File: config.mk
export PLATFORM = sky130hd
export DESIGN_NAME = spec_load_shield
export DESIGN_NICKNAME = d
export VERILOG_FILES = /design/src/rtl/sls_pkg.sv /design/src/rtl/sls_queue.sv /design/src/rtl/sls_sequencer.sv /design/src/rtl/spec_load_shield.sv
export SDC_FILE = /design/constraint.sdc
export NUM_CORES = 1
export LEC_CHECK = 0
export CELL_PAD_IN_SITES_DETAIL_PLACEMENT = 2
export CELL_PAD_IN_SITES_GLOBAL_PLACEMENT = 2
export CORE_MARGIN = 2
export CORE_UTILIZATION = 52
export DETAILED_ROUTE_END_ITERATION = 6
export DONT_BUFFER_PORTS = 1
export GPL_TIMING_DRIVEN = 0
export PLACE_DENSITY_LB_ADDON = 0.08
export SLEW_MARGIN = 10
export SYNTH_ARGS = -nofsm -noshare
export SYNTH_HDL_FRONTEND = slang
export SYNTH_HIERARCHICAL = 1
export SYNTH_SLANG_ARGS = --single-unit
File: constraint.sdc
create_clock -name clk -period 14.3 [get_ports clk]
set_input_delay 1.43 -clock clk [delete_from_list [all_inputs] [get_ports clk]]
set_output_delay 1.43 -clock clk [all_outputs]
set_load 0.1 [all_outputs]
File: src/rtl/sls_pkg.sv
package sls_pkg;
  typedef enum logic [1:0] {
    ST_IDLE = 2'd0,
    ST_SPEC = 2'd1,
    ST_VAL  = 2'd2
  } sls_state_e;
endpackage

File: src/rtl/sls_queue.sv
module sls_queue #(
  parameter int DEPTH = 8,
  parameter int AW    = 8,
  parameter int DW    = 32
) (
  input  logic                       clk,
  input  logic                       rst_n,
  input  logic                       push,
  input  logic [AW-1:0]              push_addr,
  input  logic                       fill,
  input  logic [DW-1:0]              fill_data,
  input  logic                       pop,
  input  logic                       clear,
  input  logic                       trunc,
  input  logic [$clog2(DEPTH):0]     trunc_keep,
  output logic [AW-1:0]              head_addr,
  output logic [DW-1:0]              head_data,
  output logic                       head_dv,
  output logic [$clog2(DEPTH):0]     count,
  output logic                       full,
  output logic [$clog2(DEPTH)-1:0]   newest_idx
);
  localparam int IW = $clog2(DEPTH);
  localparam int CW = IW + 1;

  logic [CW-1:0]    head_q, tail_q, tail_mid, tail_n, head_n;
  logic [AW-1:0]    addr_q [DEPTH];
  logic [DW-1:0]    data_q [DEPTH];
  logic [DEPTH-1:0] dv_q;

  assign count      = tail_q - head_q;
  assign full       = (count == CW'(DEPTH));
  assign newest_idx = IW'(tail_q - CW'(1));
  assign head_addr  = addr_q[head_q[IW-1:0]];
  assign head_data  = data_q[head_q[IW-1:0]];
  assign head_dv    = (count != '0) && dv_q[head_q[IW-1:0]];

  always_comb begin
    tail_mid = (trunc && (trunc_keep < count)) ? head_q + trunc_keep : tail_q;
    tail_n   = push ? tail_q + CW'(1) : tail_mid;
    head_n   = pop ? head_q + CW'(1) : head_q;
    if (clear) head_n = tail_n;
  end

  always_ff @(posedge clk or negedge rst_n) begin
    if (!rst_n) begin
      head_q <= '0;
      tail_q <= '0;
      dv_q   <= '0;
    end else begin
      head_q <= head_n;
      tail_q <= tail_n;
      if (push) dv_q[tail_q[IW-1:0]] <= 1'b0;
      if (fill) dv_q[newest_idx]     <= 1'b1;
    end
  end

  always_ff @(posedge clk) begin
    if (push) addr_q[tail_q[IW-1:0]] <= push_addr;
    if (fill) data_q[newest_idx]     <= fill_data;
  end

  p_no_overflow_r8: assert property (@(posedge clk) disable iff (!rst_n)
    push |-> !full);
  p_count_bound_r8: assert property (@(posedge clk) disable iff (!rst_n)
    count <= CW'(DEPTH));
  p_fill_pending_r2: assert property (@(posedge clk) disable iff (!rst_n)
    fill |-> (count != '0) && !dv_q[newest_idx]);
  p_pop_has_data_r4: assert property (@(posedge clk) disable iff (!rst_n)
    pop |-> head_dv);
endmodule

File: src/rtl/sls_sequencer.sv
module sls_sequencer
  import sls_pkg::*;
#(
  parameter int DEPTH = 8,
  parameter int AW    = 8,
  parameter int DW    = 32
) (
  input  logic                     clk,
  input  logic                     rst_n,
  input  logic                     alloc_valid,
  output logic                     alloc_ready,
  input  logic [AW-1:0]            alloc_addr,
  input  logic                     commit_valid,
  output logic                     commit_ready,
  input  logic                     flush_valid,
  input  logic [$clog2(DEPTH):0]   flush_keep,
  output logic                     mem_req_valid,
  input  logic                     mem_req_ready,
  output logic [AW-1:0]            mem_req_addr,
  output logic                     mem_req_nofill,
  input  logic                     mem_rsp_valid,
  input  logic [DW-1:0]            mem_rsp_data,
  output logic                     spec_rsp_valid,
  output logic [DW-1:0]            spec_rsp_data,
  output logic [$clog2(DEPTH)-1:0] spec_rsp_slot,
  output logic                     res_valid,
  output logic                     res_ok,
  output logic                     squash,
  input  logic [AW-1:0]            q_head_addr,
  input  logic [DW-1:0]            q_head_data,
  input  logic                     q_head_dv,
  input  logic [$clog2(DEPTH):0]   q_count,
  input  logic                     q_full,
  input  logic [$clog2(DEPTH)-1:0] q_newest_idx,
  output logic                     q_push,
  output logic                     q_fill,
  output logic                     q_pop,
  output logic                     q_clear
);
  localparam int IW = $clog2(DEPTH);

  sls_state_e state_q, state_n;
  logic drop_q, dropped, kill_now, idle, head_go, val_rsp, match;

  assign idle    = (state_q == ST_IDLE);
  assign head_go = idle && !flush_valid && commit_valid && q_head_dv;

  assign mem_req_valid  = head_go || (idle && !flush_valid && alloc_valid && !q_full);
  assign mem_req_addr   = head_go ? q_head_addr : alloc_addr;
  assign mem_req_nofill = !head_go;
  assign commit_ready   = head_go && mem_req_ready;
  assign alloc_ready    = idle && !flush_valid && !q_full && !head_go && mem_req_ready;

  assign q_push = alloc_valid && alloc_ready;

  assign kill_now = flush_valid &&
                    ((state_q == ST_SPEC) ? (flush_keep < q_count) : (flush_keep == '0));
  assign dropped  = drop_q || kill_now;
  assign match    = (mem_rsp_data == q_head_data);
  assign val_rsp  = (state_q == ST_VAL) && mem_rsp_valid && !dropped;

  assign q_fill  = (state_q == ST_SPEC) && mem_rsp_valid && !dropped;
  assign q_pop   = val_rsp && match;
  assign q_clear = val_rsp && !match;

  always_comb begin
    state_n = state_q;
    case (state_q)
      ST_IDLE: begin
        if (commit_ready)    state_n = ST_VAL;
        else if (q_push)     state_n = ST_SPEC;
      end
      default: if (mem_rsp_valid) state_n = ST_IDLE;
    endcase
  end

  always_ff @(posedge clk or negedge rst_n) begin
    if (!rst_n) begin
      state_q        <= ST_IDLE;
      drop_q         <= 1'b0;
      spec_rsp_valid <= 1'b0;
      spec_rsp_data  <= '0;
      spec_rsp_slot  <= '0;
      res_valid      <= 1'b0;
      res_ok         <= 1'b0;
      squash         <= 1'b0;
    end else begin
      state_q        <= state_n;
      drop_q         <= idle ? 1'b0 : (dropped && !mem_rsp_valid);
      spec_rsp_valid <= q_fill;
      if (q_fill) begin
        spec_rsp_data <= mem_rsp_data;
        spec_rsp_slot <= IW'(q_newest_idx);
      end
      res_valid <= val_rsp;
      res_ok    <= val_rsp && match;
      squash    <= val_rsp && !match;
    end
  end

  p_one_outstanding_r1: assert property (@(posedge clk) disable iff (!rst_n)
    (state_q != ST_IDLE) |-> !mem_req_valid);
  p_spec_invisible_r1: assert property (@(posedge clk) disable iff (!rst_n)
    (alloc_valid && alloc_ready) |-> (mem_req_valid && mem_req_nofill && mem_req_addr == alloc_addr));
  p_val_visible_r3: assert property (@(posedge clk) disable iff (!rst_n)
    (commit_valid && commit_ready) |-> (!mem_req_nofill && mem_req_addr == q_head_addr));
  p_res_follows_rsp_r4: assert property (@(posedge clk) disable iff (!rst_n)
    res_valid |-> $past(mem_rsp_valid));
  p_squash_is_fail_r5: assert property (@(posedge clk) disable iff (!rst_n)
    squash |-> (res_valid && !res_ok));
  p_excl_results_r9: assert property (@(posedge clk) disable iff (!rst_n)
    !(res_valid && spec_rsp_valid));
endmodule

File: src/rtl/spec_load_shield.sv
module spec_load_shield #(
  parameter int DEPTH = 8,
  parameter int AW    = 8,
  parameter int DW    = 32
) (
  input  logic                     clk,
  input  logic                     rst_n,
  input  logic                     alloc_valid,
  output logic                     alloc_ready,
  input  logic [AW-1:0]            alloc_addr,
  output logic                     spec_rsp_valid,
  output logic [DW-1:0]            spec_rsp_data,
  output logic [$clog2(DEPTH)-1:0] spec_rsp_slot,
  input  logic                     commit_valid,
  output logic                     commit_ready,
  output logic                     res_valid,
  output logic                     res_ok,
  output logic                     squash,
  input  logic                     flush_valid,
  input  logic [$clog2(DEPTH):0]   flush_keep,
  output logic                     mem_req_valid,
  input  logic                     mem_req_ready,
  output logic [AW-1:0]            mem_req_addr,
  output logic                     mem_req_nofill,
  input  logic                     mem_rsp_valid,
  input  logic [DW-1:0]            mem_rsp_data
);
  localparam int IW = $clog2(DEPTH);

  logic [AW-1:0] q_head_addr;
  logic [DW-1:0] q_head_data;
  logic          q_head_dv, q_full, q_push, q_fill, q_pop, q_clear;
  logic [IW:0]   q_count;
  logic [IW-1:0] q_newest_idx;

  sls_queue #(.DEPTH(DEPTH), .AW(AW), .DW(DW)) u_queue (
    .clk(clk), .rst_n(rst_n),
    .push(q_push), .push_addr(alloc_addr),
    .fill(q_fill), .fill_data(mem_rsp_data),
    .pop(q_pop), .clear(q_clear),
    .trunc(flush_valid), .trunc_keep(flush_keep),
    .head_addr(q_head_addr), .head_data(q_head_data), .head_dv(q_head_dv),
    .count(q_count), .full(q_full), .newest_idx(q_newest_idx)
  );

  sls_sequencer #(.DEPTH(DEPTH), .AW(AW), .DW(DW)) u_seq (
    .clk(clk), .rst_n(rst_n),
    .alloc_valid(alloc_valid), .alloc_ready(alloc_ready), .alloc_addr(alloc_addr),
    .commit_valid(commit_valid), .commit_ready(commit_ready),
    .flush_valid(flush_valid), .flush_keep(flush_keep),
    .mem_req_valid(mem_req_valid), .mem_req_ready(mem_req_ready),
    .mem_req_addr(mem_req_addr), .mem_req_nofill(mem_req_nofill),
    .mem_rsp_valid(mem_rsp_valid), .mem_rsp_data(mem_rsp_data),
    .spec_rsp_valid(spec_rsp_valid), .spec_rsp_data(spec_rsp_data),
    .spec_rsp_slot(spec_rsp_slot),
    .res_valid(res_valid), .res_ok(res_ok), .squash(squash),
    .q_head_addr(q_head_addr), .q_head_data(q_head_data), .q_head_dv(q_head_dv),
    .q_count(q_count), .q_full(q_full), .q_newest_idx(q_newest_idx),
    .q_push(q_push), .q_fill(q_fill), .q_pop(q_pop), .q_clear(q_clear)
  );
endmodule

==> qor.txt, run 1 <==
Synth Area in Adders = 1.39%
Chip Height = 177 µm
Share of cells above drive strength 1 = 24.8%
I/O Pins = 102
Crit path cell chain = clkbuf_1, clkinv_1, clkbuf_1, ha_1, a21oi_1, a21oi_1, nor2_1, nor2_1, nor3_1, nand2_1, or4_1, clkbuf_2, nand2_1
# port buffers = 0
CP startpoint kind = flip-flop
Post-synth EDFFs = 320
Path depth of the worst reg2reg path = 20
DR vias = 8633
Die Width = 177 µm
Initial Util = 52.6%
Die Area = 31300 µm²
Hold path depth = 2
Wire per inst = 34.7 µm
Via/cell ratio = 6.36
Area growth, synth to finish = 14.2%
Yosys reg bits = 378
Vias in the first global route = 9883
Antenna viol nets, final = 0
Final setup vio count = 0
Max-slew headroom = 29.9%
Clock slew at reported path FFs = 0.06 ns
PwrDens = 237 nW/µm²
# Post-CTS Setup Buffers = 0
Tmin final = 7.41 ns
Slowest-stage cell, CP = nand2_1
Mux share of post-synthesis cell area = 15.8%
Antenna diodes = 0
Drt drc = 0
Data required, critical path = 12.87 ns
Top fanout value on the critical path = 10
Clock skew = 0.0168 ns
Leading cell type in the layout, fill and taps excluded = edfxtp_1
H-Tree Depth = 2
Fin crit share = 51.8%
Initial antenna violation count = 1
Fillers = 2400
Hold buffer count at cts = 0
CP Class = flip-flop to output pin
Row count = 63
Leak Pwr = 6.30 nW
Max Cap Violations = 0
Net total in the final layout = 1003
DR pass1 iterations = 5
Measured slew at the worst slew-check pin = 1.05 ns
Critical path arrival = 5.98 ns
Post-Synth XOR/XNOR Area = 2.37%
Final hold vios = 0
Status = complete, no violations
Routed wire length = 47100 µm
Pin count of the biggest net entering global routing = 59
Max-slew violation count = 0
Clock Sinks = 378
CTS tree = done
GP Congestion = 0.764
Hpwl dp = 29600 µm
RSZ-0062 raised after global routing = no
DP Worst Slack = 7.56 ns
Post-synthesis sequential area ratio = 71.2%
Hold_sp = u_queue/dv_q[7]
Yosys warns = 6
Max IR drop VDD = 0.000171 V
Fmax = 135 MHz
Resized cells post-CTS = 0
Synth Net Count = 936
Number of buffers created by CTS = 40
Yosys cell types = 46
Worst Setup SP = u_queue/head_q[2]
HP Class = flip-flop to flip-flop
Avg Cell Area, Syn = 17.9 µm²
Ys async rst share = 15.3%
Top FF cell, synth = edfxtp_1
Kind of cell adding the most delay to the critical path = simple AND/OR/NAND/NOR gates
CP max stage delay = 0.88 ns
Final worst setup slack = 6.89 ns
First-pass GRT wire length = 69200 µm
Cell count after synthesis = 869
RR Startpoint = u_queue/head_q[2]
CTS max path bufs = 3
Clk Latency, worst-skew pair = 0.54 ns
Final TNS setup = 0 ns
Gr usage total = 31.5%
WP depth = 13
Core area = 29600 µm²
Largest family of logic cells by synthesized area = multiplexers
Grt total ovfl = 0
Compound-cell area share of the yosys netlist = 1.80%
Crit path capture type = output pin
Simple-Gate Fraction of Synth Area = 5.80%
Crit path buffers/inverters = 4
Mapped Area = 15500 µm²
Most frequent cells in the layout = edfxtp_1, nand2_1, mux4_2
Root buf cell = clkbuf_16
First DRT Iteration DRCs = 670
==> Yosys cell counts (all sizes together) (2+ instances only) <==
cell type / instances / area (µm²)
mux2: 44 / 604
nand3: 4 / 20.0
dfrtp: 58 / 1450
nand2b: 7 / 43.8
xnor2: 37 / 324
mux4: 82 / 1850
a21o: 3 / 22.5
and3: 5 / 31.3
xor2: 5 / 43.8
nor2: 18 / 67.6
o22ai: 2 / 12.5
edfxtp: 320 / 9610
nand3b: 3 / 22.5
nand2: 142 / 533
a21oi: 7 / 35.0
buf: 20 / 120
inv: 22 / 82.6
o21ai: 13 / 68.8
nor3: 11 / 55.1
nand4: 9 / 56.3
fa: 2 / 40.0
clkbuf: 15 / 56.3
o31ai: 5 / 51.3
nor4: 6 / 37.5
ha: 14 / 175
==> layer usage <==
layer / up-vias / part of all wire, % / global-route usage, %
met4: 0 / 3.9 / 12.7
met1: 4692 / 38 / 38.3
li1: 3485 / - / -
met2: 347 / 53 / 55.6
met3: 109 / 5.6 / 5.95
met5: - / 0 / 0
==> worst reg2reg max path: cells and delay by family, from the launching register on <==
family                   cells  cell delay, ns
adder cells (fa/ha/maj)      2            0.78
AND/OR/NAND/NOR              5            1.62
flip-flops                   1            0.40
AO/OA/AOI/OAI                3            0.58
buffers and inverters       10            2.89
==> where the power goes <==
part,total [mW],leakage [nW],internal (mW),switching (mW)
Clock,1.10,0.665,0.654,0.450
Sequential,1.79,3.58,1.31,0.481
Combinational,1.31,2.05,0.511,0.797
==> metrics by stage <==
step           utilization, %  power (mW)  hold slack [ns]  instances  area [µm²]
4_1_cts                  60.0        4.22            0.530       1357       17700
5_1_grt                  60.0        4.35            0.566       1357       17700
3_5_place_dp             55.4        3.07            0.524       1284       16400
6_report                 60.0        4.20            0.536       1357       17700
2_1_floorplan               -        2.68            0.466        869       15500
3_3_place_gp             54.2        2.95            0.500       1259       16000
==> registers in the layout (all words and copies together), names as in the netlist, 2 cells and up <==
register             count
u_seq/spec_rsp_data     32
u_queue/head_q           4
u_queue/addr_q          64
u_seq/spec_rsp_slot      3
u_queue/data_q         256
u_seq/state_q            2
u_queue/dv_q             8
u_queue/tail_q           4
==> final timing paths <==
path                                            to  slack, ns
max                                  mem_req_valid       6.89
max reg2reg                  u_queue/data_q[5][20]       7.73
min in group asynchronous        u_queue/tail_q[0]       0.58
max in group asynchronous  u_seq/spec_rsp_data[14]      13.59
min                                u_queue/dv_q[7]       0.54
min reg2reg                        u_queue/dv_q[7]       0.54
==> cell families after synthesis <==
| kind of cell | Yosys count |
|---|---|
| AO/OA/AOI/OAI | 40 |
| buffers and inverters | 58 |
| adder cells (fa/ha/maj) | 16 |
| AND/OR/NAND/NOR | 209 |
| flip-flops | 378 |
| XOR/XNOR | 42 |
| multiplexers | 126 |
==> layout make-up <==
class                   instances  area (µm²)  area share (%)
clock inverters                17         254            1.43
plain buffers                  35         178            1.00
repair buffers                 25         280            1.58
well taps                     390         488            2.75
multi-input cells             433        4280            24.1
clock buffers                  56        1110            6.26
inverters                      23        86.3           0.487
flip-flops and latches        378       11100            62.3
Note: power is estimated with default switching activity, not from simulation.
==> run 2, diff against run 1 <==
--- a/config.mk
+++ b/config.mk
@@ -5,10 +5,11 @@
 export SDC_FILE = /design/constraint.sdc
 export NUM_CORES = 1
 export LEC_CHECK = 0
+export ABC_AREA = 1
 export CELL_PAD_IN_SITES_DETAIL_PLACEMENT = 2
 export CELL_PAD_IN_SITES_GLOBAL_PLACEMENT = 2
 export CORE_MARGIN = 2
-export CORE_UTILIZATION = 52
+export CORE_UTILIZATION = 38
 export DETAILED_ROUTE_END_ITERATION = 6
 export DONT_BUFFER_PORTS = 1
 export GPL_TIMING_DRIVEN = 0
==> constraint.sdc (replaced) <==
create_clock -name clk -period 6.06 [get_ports clk]
set_input_delay 0.606 -clock clk [delete_from_list [all_inputs] [get_ports clk]]
set_output_delay 0.606 -clock clk [all_outputs]
set_load 0.1 [all_outputs]
==> qor.txt, run 2 <==
PwrDens = 568 nW/µm² (+140%)
Vias in the first global route = 12900 (+30%)
Crit path buffers/inverters = 8 (+4)
Synth Area in Adders = 1.32% (-0.066 points)
Yosys cell types = 40 (-13%)
First DRT Iteration DRCs = 745 (+11%)
Top fanout value on the critical path = 17 (+7)
Chip Height = 211 µm (+19%)
Gr usage total = 24.9% (-6.6 points)
Clock skew = 0.0155 ns (-0.00124 ns)
DR pass1 iterations = 5 (unchanged)
Most frequent cells in the layout = nor2_1, edfxtp_1, nand2_1
First-pass GRT wire length = 81400 µm (+18%)
Worst setup path end = u_queue/data_q[2][27]
Crit path capture type = flip-flop
Post-Synth XOR/XNOR Area = 1.99% (-0.38 points)
Die Area = 44600 µm² (+43%)
H-Tree Depth = 2 (unchanged)
Total Power = 10.6 mW (+150%)
RR Startpoint = u_queue/head_q[2]
Max Cap Violations = 0 (unchanged)
Yosys reg bits = 378 (unchanged)
Met1 GRT Util = 31.7% (-6.6 points)
Top post-synthesis cells by area = edfxtp_1, dfrtp_1, nor2_1
I/O Pins = 102 (unchanged)
Clk Latency, worst-skew pair = 0.57 ns (+0.03 ns)
Grt total ovfl = 0 (unchanged)
Initial antenna violation count = 2 (+1)
Wire per inst = 25.8 µm (-26%)
Core area = 42100 µm² (+43%)
Max-slew headroom = 27.5% (-2.4 points)
Post-layout instance area = 18700 µm² (+5.4%)
Max IR drop VDD = 0.000333 V (+95%)
HP Class = primary input to flip-flop
Post-synth top area share = 58.9% (-2.9 points)
Clock slew at reported path FFs = 0.06 ns (about the same)
Crit path cell chain = inv_2, clkbuf_1, ha_1, a21oi_1, nand2_1, nand2_1, nand2_1, inv_1, inv_1, ha_1, nand2_1, inv_1, nand2_1, nand2_1, nand2_1, nand2_1, nand3_2, buf_2, inv_1, nand2_1, nor2_4, buf_16
Leading cell type in the layout, fill and taps excluded = nor2_1
CP Class = flip-flop to flip-flop
Tmin final = 5.70 ns
Antenna diodes = 0 (unchanged)
Final setup vio count = 0 (unchanged)
Cell count after synthesis = 1477 (+70%)
R2r setup slk = 0.36 ns (-7.37 ns)
RSZ-0062 raised after global routing = no
Max-slew violation count = 0 (unchanged)
Synth top cells by count = nor2_1, edfxtp_1, nand2_1
Via/cell ratio = 5.57 (-12%)
Fin crit share = 94.0%
Most common cell in the synthesized netlist = nor2_1
DR vias = 11700 (+36%)
Routed wire length = 54400 µm (+16%)
Share of cells above drive strength 1 = 9.19% (-16 points)
Mux share of post-synthesis cell area = 0% (-16 points)
Drt drc = 0 (unchanged)
Synth Net Count = 1544 (+65%)
Clock Sinks = 378 (unchanged)
Resized cells post-CTS = 0 (unchanged)
Final hold vios = 0 (unchanged)
Crit-path most repeated cell = nand2_1
Largest family of logic cells by synthesized area = simple AND/OR/NAND/NOR gates
Status = complete, no violations
Ys async rst share = 15.3% (unchanged)
Top reg by flops = u_queue/data_q
Antenna viol nets, final = 0 (unchanged)
# Post-CTS Setup Buffers = 0 (unchanged)
Compound-cell area share of the yosys netlist = 9.23% (+7.4 points)
Dpl cell area = 17300 µm² (+5.5%)
Area growth, synth to finish = 14.6%
CP startpoint kind = flip-flop
GP Congestion = 0.773 (+1.2%)
Critical path arrival = 5.96 ns (-0.02 ns)
Row count = 75 (+19%)
Kind of cell adding the most delay to the critical path = simple AND/OR/NAND/NOR gates
Pin count of the biggest net entering global routing = 59 (unchanged)
Yosys warns = 6 (unchanged)
Number of buffers created by CTS = 43 (+7.5%)
Hpwl dp = 35400 µm (+20%)
GR peak layer = met2
Synth area leader = edfxtp_1
CTS max path bufs = 3 (unchanged)
Fmax = 176 MHz
Leak Pwr = 6.84 nW (+8.5%)
Measured slew at the worst slew-check pin = 1.08 ns (+0.0358 ns)
CP max stage delay = 0.76 ns (-0.12 ns)
Avg Cell Area, Syn = 11.0 µm² (-38%)
Post-synthesis sequential area ratio = 67.8% (-3.4 points)
Top FF cell, synth = edfxtp_1
Reg2reg end = u_queue/data_q[2][27]
Met3 GRT Util = 3.61% (-2.3 points)
Simple-Gate Fraction of Synth Area = 15.6% (+9.8 points)
GRT met2 Usage = 43.4% (-12 points)
Slowest-stage cell, CP = nor2_4
Mapped Area = 16300 µm² (+5.0%)
Initial Util = 38.7% (-14 points)
Worst Setup SP = u_queue/head_q[2]
# port buffers = 0 (unchanged)
Max FFs per register = 256 (unchanged)
Min Hold Slack = 0.133 ns (-0.403 ns)
CTS tree = done
WP depth = 22 (+9)
Root buf cell = clkbuf_16
Data required, critical path = 6.32 ns (-6.55 ns)
Net total in the final layout = 1600 (+60%)
Die Width = 211 µm (+19%)
Final TNS setup = 0 ns (unchanged)
Path depth of the worst reg2reg path = 22 (+10%)
Post-synth EDFFs = 320 (unchanged)
==> run 2: metal layers <==
metal | wire [µm] | up-vias
li1 | - | 5261
met1 | 23000 | 6108
met2 | 27300 | 274
met3 | 2490 | 96
met4 | 1600 | 0
met5 | 0 | -
==> run 2: cells by family (layout without fill, tap and decap cells) <==
| group | Yosys count | in the layout |
|---|---|---|
| simple gates | 621 | 621 |
| flops | 378 | 378 |
| compound gates | 277 | 277 |
| buf+inv | 148 | 238 |
| xor+xnor | 37 | 37 |
| fa+ha+maj | 16 | 16 |
==> run 2: how the worst min path moves through the flow <==
stage                             to  cells after the start              from
2_1_floorplan        u_queue/dv_q[0]                      0             rst_n
3_3_place_gp            u_seq/drop_q                      0             rst_n
3_5_place_dp            u_seq/drop_q                      0             rst_n
4_1_cts        u_queue/data_q[6][12]                      0  mem_rsp_data[12]
5_1_grt        u_queue/data_q[6][12]                      0  mem_rsp_data[12]
6_report       u_queue/data_q[1][19]                      0  mem_rsp_data[19]
==> run 2: repair_timing <==
item,CTS,global route
endpoints found under the hold margin,58,0
setup endpoints to repair,0,131
hold buffers,2,0
==> run 2: cell type report <==
cell class | count | area (µm²)
plain buffers | 76 | 385
clock buffers | 61 | 1240
clock inverters | 18 | 165
inverters | 71 | 268
multi-input cells | 951 | 4670
repair buffers | 12 | 244
well taps | 539 | 674
flip-flops and latches | 378 | 11100
fillers | 4325 | 23400
==> run 2: per-stage QoR <==
| stage | std cells | utilization (%) | worst slack (ns) |
|---|---|---|---|
| finish | 2106 | 44.4 | 0.365 |
| floorplan | 1477 | - | 1.45 |
| global placement | 2016 | 40.3 | -1.73 |
| CTS | 2107 | 44.4 | 0.186 |
| global route | 2106 | 44.4 | 0.0298 |
| detailed placement | 2026 | 41.0 | 0.198 |
==> run 2: power by group <==
group | switching, mW | leakage (nW) | internal (mW) | total (mW)
clock network | 1.05 | 0.688 | 1.55 | 2.60
registers | 0.993 | 3.60 | 3.06 | 4.06
logic | 2.82 | 2.54 | 1.15 | 3.97
==> run 2: worst register-to-register path, delay by kind of cell (launching register included) <==
kind | cells | cell delay (ns)
compound gates | 1 | 0.16
fa+ha+maj | 2 | 0.69
buf+inv | 8 | 1.94
flops | 1 | 0.50
simple gates | 11 | 2.09
==> run 3, diff against run 2 <==
--- a/config.mk
+++ b/config.mk
@@ -8,13 +8,13 @@
 export ABC_AREA = 1
 export CELL_PAD_IN_SITES_DETAIL_PLACEMENT = 2
 export CELL_PAD_IN_SITES_GLOBAL_PLACEMENT = 2
-export CORE_MARGIN = 2
+export CORE_MARGIN = 10
 export CORE_UTILIZATION = 38
 export DETAILED_ROUTE_END_ITERATION = 6
 export DONT_BUFFER_PORTS = 1
 export GPL_TIMING_DRIVEN = 0
 export PLACE_DENSITY_LB_ADDON = 0.08
-export SLEW_MARGIN = 10
+export SLEW_MARGIN = 5
 export SYNTH_ARGS = -nofsm -noshare
 export SYNTH_HDL_FRONTEND = slang
 export SYNTH_HIERARCHICAL = 1
==> qor.txt, run 3 (synthesis gave the netlist of run 2 again) <==
Max FFs per register = 256 (unchanged)
Root buf cell = clkbuf_16
Clock skew = 0.00836 ns (-0.00717 ns)
Max-slew headroom = 26.4% (-1.1 points)
Data required, critical path = 6.31 ns (about the same)
Kind of cell adding the most delay to the critical path = buffers and inverters
GR peak layer = met2
Final Core Density = 44.7% (+0.35 points)
Crit path capture type = flip-flop
H-Tree Depth = 2 (unchanged)
Initial antenna violation count = 3 (+1)
Top reg by flops = u_queue/data_q
Top fanout value on the critical path = 19 (+2)
Min Hold Slack = 0.136 ns (+0.00327 ns)
Leak Pwr = 6.91 nW (+1.1%)
Slowest-stage cell, CP = buf_1
Final hold vios = 0 (unchanged)
Number of buffers created by CTS = 44 (+2.3%)
Vias in the first global route = 12800 (-0.55%)
Gr usage total = 21.4% (-3.6 points)
Met3 GRT Util = 3.18% (-0.43 points)
CP startpoint kind = flip-flop
HP Class = primary input to flip-flop
Chip Height = 227 µm (+7.6%)
Share of cells above drive strength 1 = 9.35% (+0.16 points)
Final setup vio count = 0 (unchanged)
Max-slew violation count = 0 (unchanged)
I/O Pins = 102 (unchanged)
Net total in the final layout = 1606 (+0.38%)
Via/cell ratio = 5.57 (about the same)
DR vias = 11800 (+0.33%)
Die Width = 227 µm (+7.6%)
First DRT Iteration DRCs = 762 (+2.3%)
Clk Latency, worst-skew pair = 0.56 ns (about the same)
GP Congestion = 0.766 (-0.93%)
Die Area = 51600 µm² (+16%)
First-pass GRT wire length = 81800 µm (+0.57%)
PwrDens = 571 nW/µm² (+0.60%)
Fin crit share = 95.0% (+1.0 points)
CP Class = flip-flop to flip-flop
Leading cell type in the layout, fill and taps excluded = nor2_1
DP Worst Slack = 0.298 ns (+0.0994 ns)
Crit-path most repeated cell = nand2_1
CTS max path bufs = 3 (unchanged)
Crit path buffers/inverters = 9 (+1)
Max Cap Violations = 0 (unchanged)
Status = complete, no violations
Critical path arrival = 6.01 ns (+0.05 ns)
DR pass1 iterations = 4 (-1)
Clock Sinks = 378 (unchanged)
Hpwl dp = 35800 µm (+1.2%)
CP max stage delay = 0.76 ns (about the same)
Row count = 75 (unchanged)
Fillers = 4334 (+0.21%)
Resized cells post-CTS = 0 (unchanged)
Initial Util = 38.6% (-0.086 points)
CTS tree = done
Most frequent cells in the layout = nor2_1, edfxtp_1, nand2_1
# port buffers = 0 (unchanged)
Drt drc = 0 (unchanged)
Area growth, synth to finish = 15.8%
Final worst setup slack = 0.303 ns (-0.0614 ns)
Clock slew at reported path FFs = 0.06 ns (about the same)
Total Power = 10.8 mW (+1.6%)
RSZ-0062 raised after global routing = no
Routed wire length = 55200 µm (+1.4%)
Grt total ovfl = 0 (unchanged)
Antenna viol nets, final = 0 (unchanged)
Pin count of the biggest net entering global routing = 59 (unchanged)
Core area = 42200 µm² (+0.22%)
Met1 GRT Util = 26.5% (-5.2 points)
Wire per inst = 26.1 µm (+1.1%)
Crit path cell chain = inv_2, buf_2, buf_1, ha_1, nand3_1, nand2_1, nand2_1, nand2_1, inv_1, inv_1, ha_1, nand2_1, inv_1, nand2_1, nand2_1, nand2_1, nand2_1, nand3_2, buf_2, inv_1, nand2_1, nor2_4, buf_12
GRT met2 Usage = 37.1% (-6.2 points)
Fmax = 174 MHz (-1.1%)
Max IR drop VDD = 0.000310 V (-6.9%)
Measured slew at the worst slew-check pin = 1.10 ns (+0.0197 ns)
Tmin final = 5.76 ns (+0.0614 ns)
[run 3: power by group]
part	internal, mW	switching [mW]	leakage, nW
combinational	1.15	2.80	2.58
clock	1.72	1.07	0.731
sequential	3.06	0.989	3.60
[run 3: what timing repair did]
action                                 in CTS  in global routing
setup endpoints to repair                   0                 29
hold buffers                                2                  0
endpoints found under the hold margin      58                  0
setup buffers                               0                  3
[run 3: worst paths after layout]
path / from / end / slack, ns / cells after the start
setup reg to reg: u_queue/head_q[1] / u_queue/data_q[3][16] / 0.30 / 23
max in group asynchronous: rst_n / u_seq/spec_rsp_data[17] / 5.15 / 2
min in group asynchronous: rst_n / u_seq/drop_q / 0.61 / 2
setup / recovery: u_queue/head_q[1] / u_queue/data_q[3][16] / 0.30 / 23
hold reg to reg: u_queue/dv_q[5] / u_queue/dv_q[5] / 0.52 / 2
hold / removal: alloc_addr[5] / u_queue/addr_q[7][5] / 0.14 / 0
[run 3: cell type report]
type | instances | area, µm² | share of cell area (%)
Antenna cell | 1 | 2.50 | 0.0132
Sequential cell | 378 | 11100 | 58.6
Clock inverter | 18 | 262 | 1.38
Buffer | 77 | 389 | 2.06
Inverter | 71 | 268 | 1.42
Clock buffer | 62 | 1240 | 6.56
Tap cell | 539 | 674 | 3.57
Timing Repair Buffer | 15 | 319 | 1.69
Multi-Input combinational cell | 952 | 4670 | 24.7
[run 3: layer usage]
layer  part of all wire, %  vias up
met5                     0        -
met4                   3.0        0
met3                   4.4       87
met2                    50      272
met1                    42     6141
li1                      -     5278
[run 3: stage by stage]
stage	TNS, ns	instances	cell area (µm²)
2_1_floorplan	0	1477	16300
3_3_place_gp	-375.55	2016	17000
3_5_place_dp	0	2026	17300
4_1_cts	0	2108	18800
5_1_grt	0	2112	18900
6_report	0	2113	18900
